===== config.mk =====
export PLATFORM = sky130hd
export DESIGN_NAME = paged_addr_ext
export DESIGN_NICKNAME = d
export VERILOG_FILES = /design/src/rtl/paged_addr_pkg.sv /design/src/rtl/pax_page_reg.sv /design/src/rtl/pax_page_select.sv /design/src/rtl/paged_addr_ext.sv
export SDC_FILE = /design/constraint.sdc
export NUM_CORES = 1
export LEC_CHECK = 0
export ABC_AREA = 1
export BUFFER_PORTS_ARGS = -buffer_cell sky130_fd_sc_hd__buf_2
export CORE_AREA = 2 2 43 45
export CTS_CLUSTER_SIZE = 16
export DETAILED_ROUTE_END_ITERATION = 7
export DIE_AREA = 0 0 45 47
export PLACE_DENSITY = 0.81
export SLEW_MARGIN = 20
export SYNTH_ARGS = -nofsm -noshare
export SYNTH_HDL_FRONTEND = slang
export SYNTH_SLANG_ARGS = --single-unit

===== constraint.sdc =====
create_clock -name clk -period 0.8 [get_ports clk]
set_input_delay 0 -clock clk [delete_from_list [all_inputs] [get_ports clk]]
set_output_delay 0 -clock clk [all_outputs]
set_load 0.05 [all_outputs]

===== src/rtl/paged_addr_pkg.sv =====
// Shared types for the paged address extender.
// Assumes a fixed set of four page registers addressed by a 2-bit select.
package paged_addr_pkg;

    typedef enum logic [1:0] {
        ACC_DATA   = 2'd0,
        ACC_STACK  = 2'd1,
        ACC_MVI_RD = 2'd2,
        ACC_MVI_WR = 2'd3
    } acc_class_t;

    localparam int NUM_PAGE_REGS = 4;
    localparam int SEL_CUR = 0;
    localparam int SEL_STK = 1;
    localparam int SEL_MRD = 2;
    localparam int SEL_MWR = 3;

endpackage


===== src/rtl/pax_page_reg.sv =====
// One page-number register.
// Stores only the PAGE_BITS low bits of a written byte and returns them
// zero-extended. Assumes PAGE_BITS >= 1 and PAGE_BITS < DATA_W.
module pax_page_reg #(
    parameter int DATA_W    = 8,
    parameter int PAGE_BITS = 2
) (
    input  logic                 clk,
    input  logic                 rst_n,
    input  logic                 wr_en,
    input  logic [DATA_W-1:0]    wr_data,
    output logic [PAGE_BITS-1:0] page,
    output logic [DATA_W-1:0]    rd_val
);

    logic [PAGE_BITS-1:0] page_q;
    logic                 unused_hi_bits;

    // Hold the page number; load the low bits on a write strobe
    always_ff @(posedge clk) begin
        if (!rst_n)
            page_q <= '0;
        else if (wr_en)
            page_q <= wr_data[PAGE_BITS-1:0];
    end

    // Upper data bits are intentionally dropped
    assign unused_hi_bits = ^wr_data[DATA_W-1:PAGE_BITS];

    // Expose page and zero-extended read value
    always_comb begin
        page   = page_q;
        rd_val = '0;
        rd_val[PAGE_BITS-1:0] = page_q;
    end


    wr_load_chk: assert property (@(posedge clk) disable iff (!rst_n)
        wr_en |=> page == $past(wr_data[PAGE_BITS-1:0]));


    hold_value_chk: assert property (@(posedge clk) disable iff (!rst_n)
        !wr_en |=> $stable(page));


    rd_trunc_chk: assert property (@(posedge clk) disable iff (!rst_n)
        wr_en |=> rd_val == DATA_W'($past(wr_data) & DATA_W'((1 << PAGE_BITS) - 1)));

endmodule


===== src/rtl/pax_page_select.sv =====
// Combinational page source selection and address concatenation.
// Data accesses use the current page only in page mode. Stack and
// move-indirect accesses use their own registers in every mode.
module pax_page_select
    import paged_addr_pkg::*;
#(
    parameter int ADDR_W    = 8,
    parameter int PAGE_BITS = 2,
    localparam int PADDR_W  = ADDR_W + PAGE_BITS
) (
    input  acc_class_t           acc,
    input  logic                 pg_mode_en,
    input  logic [ADDR_W-1:0]    cpu_addr,
    input  logic [PAGE_BITS-1:0] cur_page,
    input  logic [PAGE_BITS-1:0] stk_page,
    input  logic [PAGE_BITS-1:0] mrd_page,
    input  logic [PAGE_BITS-1:0] mwr_page,
    output logic [PADDR_W-1:0]   phys_addr
);

    logic [PAGE_BITS-1:0] sel_page;

    // Choose the page source for the current access class
    always_comb begin
        unique case (acc)
            ACC_DATA:   sel_page = pg_mode_en ? cur_page : '0;
            ACC_STACK:  sel_page = stk_page;
            ACC_MVI_RD: sel_page = mrd_page;
            ACC_MVI_WR: sel_page = mwr_page;
            default:    sel_page = '0;
        endcase
    end

    // Join page and in-page offset
    assign phys_addr = {sel_page, cpu_addr};

endmodule


===== src/rtl/paged_addr_ext.sv =====
// Paged data memory address extender (top).
// Holds the four page registers, provides the write and read-back ports,
// and drives the combinational physical address. Assumes NUM_PAGES is a
// power of two between 2 and 2**(DATA_W-1).
module paged_addr_ext
    import paged_addr_pkg::*;
#(
    parameter int ADDR_W    = 8,
    parameter int DATA_W    = 8,
    parameter int NUM_PAGES = 4,
    localparam int PAGE_BITS = $clog2(NUM_PAGES),
    localparam int PADDR_W   = ADDR_W + PAGE_BITS
) (
    input  logic               clk,
    input  logic               rst_n,
    input  logic [ADDR_W-1:0]  cpu_addr,
    input  logic [1:0]         acc_class,
    input  logic               pg_mode_en,
    input  logic               reg_wr_en,
    input  logic [1:0]         reg_wr_sel,
    input  logic [DATA_W-1:0]  reg_wr_data,
    input  logic [1:0]         reg_rd_sel,
    output logic [DATA_W-1:0]  reg_rd_data,
    output logic [PADDR_W-1:0] phys_addr
);

    logic [PAGE_BITS-1:0] pages   [NUM_PAGE_REGS];
    logic [DATA_W-1:0]    rd_vals [NUM_PAGE_REGS];
    acc_class_t           acc;

    assign acc = acc_class_t'(acc_class);

    // One register per page source, each with its own decoded strobe
    for (genvar gi = 0; gi < NUM_PAGE_REGS; gi++) begin : g_preg
        logic wr_hit;
        assign wr_hit = reg_wr_en && (reg_wr_sel == 2'(gi));
        pax_page_reg #(
            .DATA_W    (DATA_W),
            .PAGE_BITS (PAGE_BITS)
        ) u_preg (
            .clk     (clk),
            .rst_n   (rst_n),
            .wr_en   (wr_hit),
            .wr_data (reg_wr_data),
            .page    (pages[gi]),
            .rd_val  (rd_vals[gi])
        );
    end

    // Read-back multiplexer
    assign reg_rd_data = rd_vals[reg_rd_sel];

    pax_page_select #(
        .ADDR_W    (ADDR_W),
        .PAGE_BITS (PAGE_BITS)
    ) u_sel (
        .acc        (acc),
        .pg_mode_en (pg_mode_en),
        .cpu_addr   (cpu_addr),
        .cur_page   (pages[SEL_CUR]),
        .stk_page   (pages[SEL_STK]),
        .mrd_page   (pages[SEL_MRD]),
        .mwr_page   (pages[SEL_MWR]),
        .phys_addr  (phys_addr)
    );


    offset_pass_chk: assert property (@(posedge clk) disable iff (!rst_n)
        phys_addr[ADDR_W-1:0] == cpu_addr);


    data_paged_chk: assert property (@(posedge clk) disable iff (!rst_n)
        (acc == ACC_DATA && pg_mode_en) |-> phys_addr[PADDR_W-1:ADDR_W] == pages[SEL_CUR]);


    data_flat_chk: assert property (@(posedge clk) disable iff (!rst_n)
        (acc == ACC_DATA && !pg_mode_en) |-> phys_addr[PADDR_W-1:ADDR_W] == '0);


    stack_page_chk: assert property (@(posedge clk) disable iff (!rst_n)
        (acc == ACC_STACK) |-> phys_addr[PADDR_W-1:ADDR_W] == pages[SEL_STK]);


    mvi_rd_page_chk: assert property (@(posedge clk) disable iff (!rst_n)
        (acc == ACC_MVI_RD) |-> phys_addr[PADDR_W-1:ADDR_W] == pages[SEL_MRD]);


    mvi_wr_page_chk: assert property (@(posedge clk) disable iff (!rst_n)
        (acc == ACC_MVI_WR) |-> phys_addr[PADDR_W-1:ADDR_W] == pages[SEL_MWR]);


    other_regs_hold_chk: assert property (@(posedge clk) disable iff (!rst_n)
        (reg_wr_en && reg_wr_sel != 2'(SEL_STK)) |=> $stable(pages[SEL_STK]));

endmodule


---- After elaboration in Yosys (flattened, before gate mapping) ----
Index checks and enable logic that the tools add are counted.
storage, ports and cells
  flip-flop bits (word level) ............. 8
  input bits .............................. 26
  output and inout port bits .............. 18
cells by class
  order comparisons ....................... 1
  equal/unequal tests ..................... 6
  muxes and demuxes ....................... 5
  bitwise logic cells ..................... 1
  reduce and logical (&&, ||, !) cells .... 6
operators by type and width
  cell                  count
  $bmux W8 S2           1
  $mux W8               2
  $eq A2 B2 Y1 const B  4
  $pmux W2 S4           1
  $eq A2 B1 Y1 const B  2
  $logic_and A1 B1 Y1   4
  $logic_not A2 Y1      2
  $ge A3 B3 Y1 const B  1
  $not A2 Y3            1
  $mux W2               1

---- Longest topological paths before layout ----
Gate-level depths: netlist of run 1.
  word-level depth ........................ 4
  depth in mapped cells ................... 5

---- Hierarchy ----
A second synthesis of run 1 with hierarchy kept.
unflattened totals
  cells, all modules ...................... 210
  area, all modules ....................... 1128.6 um^2
modules (own cells, without submodules)
  module           instances  cells an instance  area an instance (um^2)  sequential area each (um^2)
  pax_page_reg     4          21                 141.4                    40.0
  paged_addr_ext   1          101                426.7                    0.0
  pax_page_select  1          25                 136.4                    0.0

---- Worst setup path before layout of run 1 ----
OpenSTA, ideal clock, no wires.
  path type ............................... register to output
  start point ............................. register g_preg[2].u_preg.page_q[1]
  end point ............................... output port phys_addr[9]
  arrival time ............................ 0.820 ns
  data required time ...................... 0.800 ns
  slack ................................... -0.020 ns
  cell stages (with the launch flop) ...... 5
  cells stage by stage .................... dfxtp_1 nand2_1 nand2_1 nand2_1 nand3_1
on the way
  word-level cells in the longest chain between the ends .. 1
ends and longest elaborated chain
  item                    RTL line               text
  from (decl)             pax_page_reg.sv:16     logic [PAGE_BITS-1:0] page_q;
  from (signal assigned)  pax_page_reg.sv:24     page_q <= wr_data[PAGE_BITS-1:0];
  $pmux W2 S4             pax_page_select.sv:25  unique case (acc)
  to (decl)               paged_addr_ext.sv:24   output logic [PADDR_W-1:0] phys_addr
No other way between the ends.

---- Worst setup path in the final report of run 1 ----
  start point ............................. register g_preg[2].u_preg.page_q[0]
  end point ............................... output port reg_rd_data[0]
on the way
  word-level cells in the longest chain between the ends .. 3
ends and longest elaborated chain
  item                                        RTL line              text
  $bmux W8 S2                                 paged_addr_ext.sv:51  assign reg_rd_data = rd_vals[reg_rd_sel];
  $mux W8 (not written as such) (2 in a row)  paged_addr_ext.sv:51
  to (decl)                                   paged_addr_ext.sv:23  output logic [DATA_W-1:0] reg_rd_data,
No other way between the ends. The select of a mux whose other input is x is not followed.

==> results.cfg, run 1 <==
[power]
sw_frac_of_total = 0.348
p_switching_uw = 380
powerDensity_nw_per_um2 = 1530
internal_power_uw = 713
clkPwrFrac = 0.280
ir_drop_uv = 882
p_seq_frac = 0.405
pwr-share-comb = 0.315
leakage_nw = 0.412

[drt]
remaining_drc_errors = 0
route.final.wire_length_um = 1210
dr.pass1.iters = 4
wire_per_inst_um = 9.42
ant_nets = 0
vias = 593
avgViaCountPerCell = 4.63
drtIter0Drc = 18

[sta]
period_needed_ns = 1.01
setup_viol_count_final = 5
fmaxAchievable_mhz = 987
finalCritPeriodShare = 1.27
rsz0062_at_grt = yes
fin_worst_skew_ns = 0
maxSlewViolCount = 0
setup_slack_ns = -0.213
finalHoldViolCount = 0

[global_routing]
grt_pass1_vias = 445
grtUsageTotal = 0.123
antenna_found_initial = 0
overflow = 0
grt_max_degree = 9
grt_pass1_wl_um = 1840

[synth]
yosys_warnings = 0
syn_avg_cell_area_um2 = 6.00
ys_types = 11
ys_seq_area_frac = 0.269
netlist_instances = 99
synth_seq_cells = 8
synthesis.area_um2 = 594

[critical_path]
critPathCaptureType = output pin
cp-startpoint = g_preg[2].u_preg.page[0]$_SDFFE_PN0P_
worstPathArrival_ns = 1.01
ff2ff_setup_slack_ns = -0.03
cp_max_fo = 3
rr_startpoint = g_preg[3].u_preg.page[1]$_SDFFE_PN0P_
cp-start-kind = flip-flop
reg2reg_to = g_preg[3].u_preg.page[1]$_SDFFE_PN0P_
criticalPathCategory = reg -> out
cp.required_ns = 0.80
worstRegToRegCells = 6

[layout]
finish.utilization = 0.431
largest_reg_flops = 8
final_common_cell = nand2_1
num-fill-cells = 164
drive_above_1_share = 0.360
area_delta_synth_final_pct = 19.8
layout_common_cells = nand2_1 (25), nor2_1 (16), buf_2 (11)
final_cells = 128
diodes = 0
final_nets = 139

[hold_path]
hp-start = cpu_addr[6]
holdPathStages = 0
hold_end = phys_addr[6]
hold_path_class = in -> out

[placement]
dp_cells = 124
gp_congestion = 0.869
hpwl_um = 942
port-buffer-count = 15

[clock_network]
clk_pin_slew_worst_paths_ns = 0.05
clockRootBuffer = clkbuf_4
numClockSinks = 8
clock_latency_ns = 0.25
cts_tree = done
holdBufCountCts = 0
numCtsBuffers = 3
cts_buffer_depth = 2
h-tree-depth = 1

[floorplanning]
dieArea_um2 = 2120
core_um2 = 1650
die_h_um = 47
ios = 44
initial_utilization = 0.360
row_count = 15
fp.dieW_um = 45

[outcome]
violations = setup timing
run_status = finished with violations

[flow_run]
cap_violations = 0
-- cell usage after synthesis --
cell type / number / area [um2]
o211ai_1: 4 / 30.0
a21oi_1: 2 / 10.0
nor2_1: 16 / 60.1
inv_1: 13 / 48.8
buf_2: 1 / 5.00
buf_6: 1 / 11.3
nand3_1: 11 / 55.1
dfxtp_1: 8 / 160
nand2_1: 28 / 105
conb_1: 1 / 3.75
buf_4: 14 / 105
-- per-layer routing --
metal | wire length [um] | vias to the layer above | track usage
met1 | 518 | 253 | 0.160
met2 | 542 | 27 | 0.189
met3 | 107 | 6 | 0.0231
li1 | - | 307 | -
met4 | 38 | 0 | 0.0765
met5 | 0 | - | 0
-- cells by family after synthesis --
group / synth area share
AO/OA/AOI/OAI: 0.0674
flip-flops: 0.269
buffers and inverters: 0.286
AND/OR/NAND/NOR: 0.371
other: 0.00631
-- area by class of cell --
| class | instances | area (um2) | area share |
|---|---|---|---|
| multi-input cells | 67 | 300 | 0.422 |
| flip-flops and latches | 8 | 170 | 0.239 |
| repair buffers | 20 | 149 | 0.209 |
| inverters | 13 | 48.8 | 0.0685 |
| clock buffers | 3 | 22.5 | 0.0316 |
| well taps | 17 | 21.3 | 0.0299 |
-- worst max path at each step --
stage                           to  slack [ns]
floorplan           reg_rd_data[0]        0.09
global placement    reg_rd_data[1]       -0.05
detailed placement  reg_rd_data[1]       -0.05
CTS                 reg_rd_data[1]       -0.23
global route        reg_rd_data[1]       -0.28
finish              reg_rd_data[0]       -0.21
-- worst max-delay path, cell delays in order, from the launching register on --
cell and delay, ns:
dfxtp_2 0.33, o211ai_1 0.19, nand2_2 0.09, buf_8 0.15
-- what timing repair did --
action / CTS / global route
gates resized for setup: 18 / 6
setup endpoints to repair: 4 / 6
gates cloned: 0 / 0
setup buffers: 0 / 2
pin swaps: 8 / 3
-- power by group through the flow --
stage	Sequential, mW	Clock (mW)	Combinational, mW
2_1_floorplan	0.438	0	0.353
3_3_place_gp	0.444	0	0.298
3_5_place_dp	0.444	0	0.302
4_1_cts	0.440	0.318	0.336
5_1_grt	0.444	0.334	0.373
6_report	0.443	0.306	0.344
-- per-stage QoR --
step,power [mW],cell area (um2),TNS (ns),hold slack [ns],setup slack [ns]
floorplan,0.791,628,0,0.135,0.0938
global placement,0.742,633,-0.0836,0.000341,-0.0497
global route,1.15,712,-1.12,0.000103,-0.277
finish,1.09,712,-0.761,0.0000220,-0.213
CTS,1.09,697,-0.775,0.000341,-0.230
detailed placement,0.747,633,-0.0940,0.000341,-0.0529
No activity file was read; power rests on OpenSTA's default activity.
==> run 2: changes to the inputs <==
- SETUP_SLACK_MARGIN: not set -> 0.2
- SKIP_CTS_REPAIR_TIMING: not set -> 1
==> run 2 against run 1 <==
Effect of this change:
- the run still ends with setup timing left
- sequential share of layout area decreased by 0.91 points
- clock power increased by 5%
- clock skew unchanged
- highest routed layer unchanged
==> results.cfg, run 2 (synthesized netlist as in run 1, its figures left out) <==
[layout]
diodes = 0
area_delta_synth_final_pct = 28.2
drive_above_1_share = 0.464
layout_common_cells = nand2_1 (17), nor2_1 (16), buf_2 (11)
final_common_cell = nand2_1
largest_reg_flops = 8
final_nets = 138

[floorplanning]
dieArea_um2 = 2120
row_count = 15
ios = 44
die_h_um = 47
core_um2 = 1650
initial_utilization = 0.360
fp.dieW_um = 45

[global_routing]
overflow = 0
use_met1 = 0.189
grtUsageMet2 = 0.220
antenna_found_initial = 0
grtUsageTotal = 0.144
grt_max_degree = 9
grt_use_met3 = 0.0269
busiest_layer = met2
grt_pass1_vias = 527
grt_pass1_wl_um = 2170

[hold_path]
hp-start = cpu_addr[1]
hold_path_class = in -> out

[placement]
dp_slack_ns = -0.0535
gp_congestion = 0.794
hpwl_um = 1020
port-buffer-count = 15

[drt]
wire_per_inst_um = 10.8
remaining_drc_errors = 0
drtIter0Drc = 11
route.final.wire_length_um = 1370
vias = 598
avgViaCountPerCell = 4.71
ant_nets = 0
dr.pass1.iters = 2

[sta]
maxSlewViolCount = 0
fin_worst_skew_ns = 0
finalHoldViolCount = 0
period_needed_ns = 1.04
setup_viol_count_final = 4
tns_ns = -0.841
setup_slack_ns = -0.238
finalCritPeriodShare = 1.30
rsz0062_at_grt = yes
fmaxAchievable_mhz = 964

[power]
leakage_nw = 0.412
ir_drop_uv = 783
powerDensity_nw_per_um2 = 1480
fin_total_pwr_mw = 1.13

[outcome]
run_status = finished with violations
violations = setup timing

[critical_path]
criticalPathCategory = reg -> out
critPathCaptureType = output pin
cp-start-kind = flip-flop
ff2ff_setup_slack_ns = 0.05
cp_max_fo = 3
rr_startpoint = g_preg[3].u_preg.page[0]$_SDFFE_PN0P_
worstPathArrival_ns = 1.04
cp.required_ns = 0.80
cp-startpoint = g_preg[2].u_preg.page[0]$_SDFFE_PN0P_

[clock_network]
clk_pin_slew_worst_paths_ns = 0.05
clockRootBuffer = clkbuf_4
clock_latency_ns = 0.26
cts_tree = done
cts_buffer_depth = 2
numClockSinks = 8
numCtsBuffers = 3
h-tree-depth = 1

[flow_run]
cap_violations = 0
[run 2: changes by cell type in the layout (fill, tap and decap cells not counted), moves of 2 or more]
cell | previous run | this run
dfxtp_4 | 0 | 2
inv_2 | 4 | 6
buf_6 | 3 | 6
buf_4 | 4 | 0
dfxtp_2 | 8 | 6
inv_1 | 9 | 7
nand2_2 | 3 | 10
nand2_1 | 25 | 17
[run 2: worst paths after layout]
path / endpoint / cells past startpoint
worst min-delay path: phys_addr[1] / 0
worst max-delay path: reg_rd_data[0] / 3
worst min register to register: g_preg[0].u_preg.page[0]$_SDFFE_PN0P_ / 2
worst max register to register: g_preg[3].u_preg.page[0]$_SDFFE_PN0P_ / 5
[run 2: routing by layer]
metal,part of all wire,wire length (um)
met1,0.44,606
met2,0.47,640
met3,0.071,97
met4,0.017,23
met5,0,0
[run 2: through the flow]
stage,instance area (um2),hold slack (ns),util,cells
3_5_place_dp,648,0.000341,0.392,124
3_3_place_gp,648,0.000341,0.392,124
4_1_cts,671,0.000341,0.406,127
6_report,762,0.0000220,0.461,127
5_1_grt,762,0.000103,0.461,127
2_1_floorplan,643,0.135,-,104
[run 2: where the power goes]
part	switching [mW]	internal, mW	total [mW]
registers	0.0197	0.420	0.440
clock network	0.149	0.172	0.321
logic	0.243	0.125	0.368
[run 2: final cells by class]
cell class | instances | area (um2)
clock buffer | 3 | 22.5
fill | 176 | 890
inverter | 13 | 48.8
multi-input combinational | 67 | 342
sequential | 8 | 175
tap | 17 | 21.3
timing repair buffer | 19 | 153
[run 2: critical path: stages, from the launching register on]
cell      delay (ns)
dfxtp_4         0.35
o211ai_1        0.19
nand2_2         0.07
buf_6           0.15
